File: src/rtl/cam_slot_ctrl.sv
module cam_slot_ctrl #(
  parameter int RST_CYC    = 16,
  parameter int SETTLE_CYC = 8,
  parameter int STB_CYC    = 3
) (
  input  logic        clk,
  input  logic        rst_n,
  input  logic        host_req,
  input  logic        host_we,
  input  logic [3:0]  host_addr,
  input  logic [7:0]  host_wdata,
  output logic [7:0]  host_rdata,
  output logic        host_ack,
  output logic        irq_n,
  output logic [13:0] card_addr,
  output logic [7:0]  card_wdata,
  input  logic [7:0]  card_rdata,
  output logic        card_space,
  output logic [1:0]  card_ce_n,
  output logic        card_oe_n,
  output logic        card_we_n,
  input  logic [1:0]  card_wait_n,
  input  logic [1:0]  card_cd_n,
  output logic [1:0]  card_rst,
  output logic [1:0]  ts_route,
  output logic [1:0]  ts_out_en,
  output logic [1:0]  tuner_rst_n
);
  localparam int RMAX = (RST_CYC > SETTLE_CYC) ? RST_CYC : SETTLE_CYC;
  localparam int RCW  = $clog2(RMAX + 1);
  localparam int SCW  = $clog2(STB_CYC + 1);
  localparam logic [3:0] A_INT = 4'd0, A_CTL2 = 4'd1, A_ADLO = 4'd2,
                         A_ADHI = 4'd3, A_DATA = 4'd4, A_BUS = 4'd5;

  typedef enum logic [1:0] {AC_IDLE, AC_SETUP, AC_STROBE} acc_t;

  acc_t            ac_st;
  logic [SCW-1:0]  ac_cnt;
  logic            ac_we;
  logic            slot_q, space_q;
  logic [1:0]      route_q;
  logic [7:0]      ctl2_q;
  logic [13:0]     addr_q;
  logic            int_en, int_pend;
  logic [1:0]      cd_meta, cd_sync, cd_last;
  logic [7:0]      rdata_q, wdata_q, rd_mux;
  logic            ack_q;
  logic            rs_busy [2];
  logic            rs_hold [2];

  wire take    = host_req && ac_st == AC_IDLE;
  wire plain   = take && host_addr != A_DATA;
  wire bus_wr  = plain && host_we && host_addr == A_BUS;
  wire int_rd  = plain && !host_we && host_addr == A_INT;
  wire cd_chg  = |(cd_sync ^ cd_last);
  wire wait_ok = card_wait_n[slot_q];
  wire [7:0] bus_view = {slot_q, space_q, rs_busy[0], rs_busy[1],
                         route_q[0], route_q[1], cd_sync[0], cd_sync[1]};

  always_comb begin
    case (host_addr)
      A_INT:   rd_mux = {6'd0, int_pend, int_en};
      A_CTL2:  rd_mux = ctl2_q;
      A_ADLO:  rd_mux = {addr_q[6:0], 1'b0};
      A_ADHI:  rd_mux = {1'b0, addr_q[13:7]};
      A_BUS:   rd_mux = bus_view;
      default: rd_mux = 8'd0;
    endcase
  end

  always_ff @(posedge clk) begin
    if (!rst_n) begin
      ac_st <= AC_IDLE; ac_cnt <= '0; ac_we <= 1'b0;
      slot_q <= 1'b0; space_q <= 1'b0; route_q <= 2'b00;
      ctl2_q <= 8'h0C; addr_q <= '0;
      int_en <= 1'b0; int_pend <= 1'b0;
      cd_meta <= 2'b11; cd_sync <= 2'b11; cd_last <= 2'b11;
      rdata_q <= 8'd0; wdata_q <= 8'd0; ack_q <= 1'b0;
    end else begin
      ack_q   <= 1'b0;
      cd_meta <= card_cd_n;
      cd_sync <= cd_meta;
      cd_last <= cd_sync;
      int_pend <= (int_en && cd_chg) || (int_pend && !int_rd);
      if (take && host_addr == A_DATA) begin
        ac_st <= AC_SETUP;
        ac_we <= host_we;
        if (host_we) wdata_q <= host_wdata;
      end else if (plain) begin
        ack_q <= 1'b1;
        if (!host_we) rdata_q <= rd_mux;
        else begin
          case (host_addr)
            A_INT:  int_en <= host_wdata[0];
            A_CTL2: ctl2_q <= host_wdata & 8'h3C;
            A_ADLO: addr_q[6:0] <= host_wdata[7:1];
            A_ADHI: addr_q[13:7] <= host_wdata[6:0];
            A_BUS: begin
              slot_q  <= host_wdata[7];
              space_q <= host_wdata[6];
              route_q <= {host_wdata[2], host_wdata[3]};
            end
            default: ;
          endcase
        end
      end
      case (ac_st)
        AC_SETUP: begin
          ac_st  <= AC_STROBE;
          ac_cnt <= '0;
        end
        AC_STROBE: begin
          if (ac_cnt == SCW'(STB_CYC - 1)) begin
            if (wait_ok) begin
              ac_st <= AC_IDLE;
              ack_q <= 1'b1;
              if (!ac_we) rdata_q <= card_rdata;
            end
          end else begin
            ac_cnt <= ac_cnt + 1'b1;
          end
        end
        default: ;
      endcase
    end
  end

  for (genvar g = 0; g < 2; g++) begin : g_slot
    logic [1:0]     ph;
    logic [RCW-1:0] cnt;
    wire start = bus_wr && host_wdata[5-g] && !rs_busy[g];
    always_ff @(posedge clk) begin
      if (!rst_n) begin
        ph  <= 2'd0;
        cnt <= '0;
      end else if (start) begin
        ph  <= 2'd1;
        cnt <= '0;
      end else if (ph == 2'd1) begin
        if (cnt == RCW'(RST_CYC - 1)) begin
          ph  <= 2'd2;
          cnt <= '0;
        end else cnt <= cnt + 1'b1;
      end else if (ph == 2'd2) begin
        if (cnt == RCW'(SETTLE_CYC - 1)) ph <= 2'd0;
        else cnt <= cnt + 1'b1;
      end
    end
    assign rs_busy[g] = ph != 2'd0;
    assign rs_hold[g] = ph == 2'd1;
  end

  assign host_rdata   = rdata_q;
  assign host_ack     = ack_q;
  assign irq_n        = ~int_pend;
  assign card_addr    = addr_q;
  assign card_wdata   = wdata_q;
  assign card_space   = space_q;
  assign card_ce_n[0] = !(ac_st != AC_IDLE && !slot_q);
  assign card_ce_n[1] = !(ac_st != AC_IDLE && slot_q);
  assign card_oe_n    = !(ac_st == AC_STROBE && !ac_we);
  assign card_we_n    = !(ac_st == AC_STROBE && ac_we);
  assign card_rst     = {rs_hold[1], rs_hold[0]};
  assign ts_route     = route_q;
  assign ts_out_en    = ctl2_q[5:4];
  assign tuner_rst_n  = {ctl2_q[2], ctl2_q[3]};
endmodule


File: config.mk
export PLATFORM = sky130hd
export DESIGN_NAME = cam_slot_ctrl
export DESIGN_NICKNAME = d
export VERILOG_FILES = /design/src/rtl/cam_slot_ctrl.sv
export SDC_FILE = /design/constraint.sdc
export NUM_CORES = 1
export LEC_CHECK = 0
export ABC_AREA = 1
export BUFFER_PORTS_ARGS = -buffer_cell sky130_fd_sc_hd__buf_2
export CORE_MARGIN = 2
export CORE_UTILIZATION = 54
export CTS_BUF_LIST = sky130_fd_sc_hd__clkbuf_16
export DETAILED_ROUTE_END_ITERATION = 12
export PLACE_DENSITY = 0.84
export SYNTH_ARGS = -nofsm -noshare
export SYNTH_HDL_FRONTEND = slang
export SYNTH_SLANG_ARGS = --single-unit
export TNS_END_PERCENT = 1
File: constraint.sdc
create_clock -name clk -period 1.9 [get_ports clk]
set_clock_uncertainty 0.1 [all_clocks]
set_input_delay 0.285 -clock clk [delete_from_list [all_inputs] [get_ports clk]]
set_output_delay 0.285 -clock clk [all_outputs]
set_load 0.05 [all_outputs]
# After elaboration in Yosys (flattened, before gate mapping)
# Cells that the tools add are included.
[op_classes]
eq_ne = 24
order_cmp = 1
mux = 39
div_mod_pow = 0
mul = 0
addsub = 3
n_shift = 0
bitwise = 4
reduce_logical = 58
[ops]
columns = ["op", "n"]
rows = [
  ["$mux 8", 7],
  ["$mux 5", 8],
  ["$pmux 8 s5", 1],
  ["$mux 2", 12],
  ["$reduce_and 4->1", 5],
  ["$logic_and 1x1->1", 17],
  ["$reduce_bool 2->1", 8],
  ["$reduce_and 3->1", 4],
  ["$reduce_bool 3->1", 4],
  ["$add 5x1->5 const B", 2],
  ["$eq 5x3->1 const B", 2],
  ["$eq 5x4->1 const B", 2],
  ["$logic_not 1->1", 10],
  ["$mux 1", 9],
  ["$eq 2x2->1 const B", 4],
  ["$eq 4x2->1 const B", 2],
  ["$eq 4x3->1 const B", 2],
  ["$pmux 2 s2", 2],
  ["$reduce_and 2->1", 4],
  ["$eq 2x1->1 const B", 3],
  ["$ne 2x2->1 const B", 3],
  ["$ne 3x1->1 const B", 2],
  ["$reduce_or 2->1", 3],
  ["$eq 4x1->1 const B", 1],
  ["other kinds (9)", 12],
]
[word_totals]
ram_bits = 0
out_inout_bits = 45
wordCells = 152
in_bits = 28
register_bits = 66
mem_count = 0
mem_bits_ro = 0
latch_bits = 0

# Logic depth before layout (Yosys ltp)
[logic_depth]
word_depth = 9
mapped_depth = 10
ltp_nobuf = 10

# Worst setup path after synthesis
# No wires, ideal clock.
[synth_path]
kind = "register to register"
start = "register ac_st[0]"
end = "register rdata_q[0] (netlist: host_rdata[0])"
stages_incl_launch_ff = 9
arrival_ps = 1548
t_required_ps = 1730
setup_slack_ps = 182
n_path_buf = 0
setup_time_ps = 70
period_less_slack_ps = 1718
cell_sequence = "dfxtp_1 inv_1 ha_1 inv_1 nor2_1 inv_1 nor2_1 a21oi_1 a21oi_1"
[synth_via]
elab_chain_len = 9
elab_cells_between_ends = 11
classes_between = "eq/ne (1); mux (6); reduce/logical (4)"
[synth_lines]
columns = ["item", "line_no", "source"]
rows = [
  ["from (decl)", "37", "acc_t ac_st;"],
  ["from (signal assigned)", "73", "ac_st <= AC_IDLE; ac_cnt <= '0; ac_we <= 1'b0;"],
  ["from (signal assigned)", "86", "ac_st <= AC_SETUP;"],
  ["from (signal assigned)", "109", "ac_st <= AC_STROBE;"],
  ["$logic_not 2->1", "51", "wire take = host_req && ac_st == AC_IDLE;"],
  ["$logic_and 1x1->1", "51", ""],
  ["$logic_and 1x1->1", "52", "wire plain = take && host_addr != A_DATA;"],
  ["$mux 8", "89", "end else if (plain) begin"],
  ["$mux 8", "85", "if (take && host_addr == A_DATA) begin"],
  ["$mux 8", "117", "if (!ac_we) rdata_q <= card_rdata;"],
  ["$mux 8", "114", "if (wait_ok) begin"],
  ["$mux 8", "113", "if (ac_cnt == SCW'(STB_CYC - 1)) begin"],
  ["$mux 8 (*)", "107", "case (ac_st)"],
  ["to (signal assigned)", "91", "if (!host_we) rdata_q <= rd_mux;"],
  ["to (signal assigned)", "117", ""],
  ["to (decl)", "46", "logic [7:0] rdata_q, wdata_q, rd_mux;"],
]
# Mark *: on every way between the ends. The rest lies on a longest branch, timed or not.
# A chain may end at the register's enable or synchronous reset.

# Final worst setup path
[layout_path]
start = "register ac_st[0]"
end = "output port card_oe_n"
[layout_via]
elab_chain_len = 3
[layout_lines]
columns = ["item", "line_no", "source"]
rows = [
  ["$eq 2x2->1", "161", "assign card_oe_n = !(ac_st == AC_STROBE && !ac_we);"],
  ["$logic_and 1x1->1", "161", ""],
  ["$logic_not 1->1", "161", ""],
  ["to (decl)", "20", "output logic card_oe_n,"],
]
# Every way passes these cells.

==> results.rst <==
.. list-table::
   :header-rows: 1

   * - Metric
     - Value
   * - Via density per instance
     - 5.46
   * - Cell depth of the worst setup path
     - 6
   * - Clock root buffer
     - clkbuf_16
   * - Max Cap Viol
     - 0
   * - Maximum clock insertion buffer count
     - 2
   * - Residual overflow from global routing
     - 0
   * - Critical path cell sequence
     - inv_1, ha_2, inv_1, nor2_1, inv_1, buf_2
   * - Floorplan row count
     - 28
   * - H-tree depth
     - 3
   * - Number of buffers inserted during clock tree synthesis
     - 9
   * - CP Class
     - flip-flop to output port
   * - Cell repeated most along the worst path
     - inv_1
   * - Initial detailed-routing violation count
     - roughly 250
   * - Capturing element type of the critical path
     - output port
   * - Count of different cell masters after synthesis
     - 26
   * - P_leak
     - about 1.8 nW
   * - Result of the run
     - finished, final reports clean
   * - Detailed Place HPWL
     - between 6 and 7 mm
   * - Main combinational cell family by area after synthesis
     - simple AND/OR/NAND/NOR gates
   * - Die area
     - 6670 um^2
   * - Power density of the placed cells
     - just over 800 nW/um^2
   * - Number of fill cells
     - roughly 470
   * - Count of hold buffers inserted by post-cts repair
     - 0
   * - Starting Density
     - 0.554
   * - Post-layout total power
     - 3.21 mW
   * - DRT Pass-1 Iters
     - 7
   * - Post-synthesis share of cell area spent on xor and xnor gates
     - 0.00537
   * - Global-route wire length before repair
     - around 14 mm
   * - HP Class
     - input port to flip-flop
   * - Sinks on Clock Net
     - 66
   * - Per-instance average area after synthesis
     - ~7 um^2
   * - Vias
     - about 3400
   * - Min-delay src
     - card_cd_n[1]
   * - Area inside the core boundary
     - around 6000 um^2
   * - Clock slew at the register clock pins of the worst setup and hold paths
     - about 50 ps
   * - Port bufs
     - 72
   * - CP peak stage delay
     - 310 ps
   * - Critical path launch point
     - ac_st[0]
   * - Via count of the first global-routing pass
     - about 3000
   * - Register bit total from synthesis
     - 66
   * - Achievable frequency
     - approximately 540 MHz
   * - Final number of hold-violating endpoints
     - 0
   * - Largest cells by area after synthesis
     - dfxtp_1 41%, nand2_1 9.7%, nor2_1 7.6%
   * - Portion of synthesized cell area occupied by the leading cell type
     - 0.405
   * - Library cell contributing the largest single delay on the critical path
     - dfxtp_1
   * - Placed cell areas
     - around 3700 um^2
   * - Buf/Inv on CP
     - 4
   * - End of the critical path
     - card_oe_n
   * - Simple-gate area share of the yosys netlist
     - 0.317
   * - Crit path launch type
     - flip-flop
   * - Max FO, Critical Path
     - 6
   * - Library cell with the largest summed area after synthesis
     - dfxtp_1
   * - Vertical die dimension
     - 81.7 um
   * - Register-to-Register Setup Slack
     - about 140 ps
   * - Maximum VDD drop
     - ~0.47 mV
   * - Cell class contributing the biggest share of worst-path delay
     - buffers and inverters
   * - Crit path DAT
     - 1450 ps
   * - Mapped Cells
     - approximately 460
   * - Total Routed Length
     - 8.65 mm
   * - Number of failing setup endpoints in the final timing report
     - 0
   * - Reg-to-Reg Start
     - ac_st[0]
   * - Number of antenna-violating nets in the routed design
     - 0
   * - Unrepaired setup endpoints after global routing
     - yes
   * - Required time of the worst setup path
     - around 1500 ps
   * - Clock latency on the worst-skew pair
     - 320 ps
   * - Synth Area in Adders
     - 0.0537
   * - Min cycle time layout
     - approximately 1800 ps
   * - Relative area change from synthesis to final layout
     - 22.1%
   * - Final Cycle Share
     - 0.968
   * - Netlist area before placement
     - approximately 3300 um^2
   * - Transition at the pin with the smallest max-transition slack
     - roughly 490 ps
   * - Count of pins over their slew limit
     - 0
   * - Worst reg2reg path endpoint
     - host_rdata[4]
   * - Residual DRC count
     - 0
   * - Post-synthesis mux area share
     - 0
   * - Register area share after synthesis
     - 0.405
   * - Horizontal extent of the die
     - around 82 um
   * - Final instance area
     - 3980 um^2
   * - Syn nets
     - a little over 500
   * - Synthesized-area fraction occupied by ao, oa, aoi and oai cells
     - 0.136
   * - Number of antenna cells inserted
     - 0
   * - Routability-driven placement congestion ratio
     - 0.946
   * - Share of final-layout standard cells stronger than drive strength 1
     - 0.229
   * - Pin count of the biggest net entering global routing
     - 28
   * - Global Route Usage Sum
     - 0.271
   * - Rel. slew slack
     - 0.675
   * - I/O pin count
     - between 70 and 80
   * - Setup TNS
     - 0 ps
   * - Number of antenna violations at the first check in global routing
     - 0
   * - Number of cells on the worst reg-to-reg path
     - 8
   * - Routed length per placed instance
     - around 14 um
   * - Total of warnings raised by yosys
     - 0
   * - Final net count
     - 583
   * - TritonCTS clock tree
     - built
-- final cells by class --
type	instances	area, um^2	area share
Multi-Input combinational cell	332	1680	0.421
Clock buffer	9	225	0.0566
Sequential cell	66	1320	0.332
Tap cell	75	93.8	0.0236
Inverter	53	199	0.0500
Timing Repair Buffer	79	413	0.104
Clock inverter	6	51.3	0.0129
-- where the power goes --
part	switching [mW]	internal [mW]
combinational	0.166	0.0698
sequential	0.0114	1.40
clock	0.571	0.988
-- per-stage QoR --
step                std cells  utilization  setup slack [ps]  hold WS, ps
detailed placement        605        0.628               140          303
global route              620        0.676             -29.9         52.3
floorplan                 464            -               182          292
global placement          605        0.628               220          303
CTS                       620        0.675              27.8         43.2
finish                    620        0.676              61.7         46.3
-- worst min path at each step --
stage	slack (ps)	end	cells past startpoint
floorplan	290	cd_meta[0]	1
CTS	40	cd_meta[1]	2
finish	50	cd_meta[1]	2
global route	50	cd_meta[1]	2
detailed placement	300	cd_sync[1]	1
global placement	300	cd_sync[1]	1
-- layout by cell type (no fill, tap or decap), types with 2 or more instances in the layout --
cell        n
nand2_1    84
buf_2      72
nor2_1     66
dfxtp_1    66
nand3_1    49
inv_1      47
o21ai_0    45
a21oi_1    39
ha_1       13
or2_2       9
clkbuf_16   9
inv_2       8
buf_4       7
nor2_4      5
nor2_2      4
nand2_2     4
nand3_2     2
and3_1      2
nand4_1     2
xor2_1      2
clkinv_2    2
-- synthesized netlist by cell type --
master and instances:
dfxtp_1 66, xor2_1 2, nor2_2 5, and2_1 1, o21ai_0 45, a21oi_1 39
clkbuf_1 5, nand4_1 2, or2_2 9, nand3_4 1, nor2_1 66, inv_2 7
buf_4 5, nand2_1 84, and3_1 2, nor2_4 4, inv_1 46, nand3_1 49
a31oi_1 1, a211oi_1 1, nand2_2 4, buf_1 1, a21o_1 1, nand3_2 2
buf_2 2, ha_1 14
-- state kept, by name (all words and copies together) (netlist names) --
signal	flops
cd_sync	2
int_pend	1
card_wdata	8
host_rdata	8
host_ack	1
cd_last	2
card_addr	14
g_slot.ph	4
ts_route	2
cd_meta	2
ac_we	1
card_space	1
ctl2_q	4
int_en	1
g_slot.cnt	10
slot_q	1
ac_cnt	2
ac_st	2
-- what timing repair did --
| action | in CTS | in global routing |
|---|---|---|
| endpoints found under the setup margin | 0 | 13 |
| hold endpoints to repair | 0 | 0 |
| buffers inserted | 0 | 0 |
| gates resized for setup | 0 | 3 |
-- logic make-up (layout without fill, tap and decap cells) --
logic type,after synthesis,in the layout
XOR/XNOR,2,2
AND/OR/NAND/NOR,229,229
buffers and inverters,66,147
adder cells (fa/ha/maj),14,14
AO/OA/AOI/OAI,87,87
flip-flops,66,66
-- routing by layer --
metal,share of wire,up-vias,global-route usage
li1,-,1654,-
met1,0.44,1565,0.343
met2,0.47,140,0.449
met3,0.064,25,0.0451
met4,0.029,0,0.132
met5,0,-,0
(Power assumes the default switching activity.)
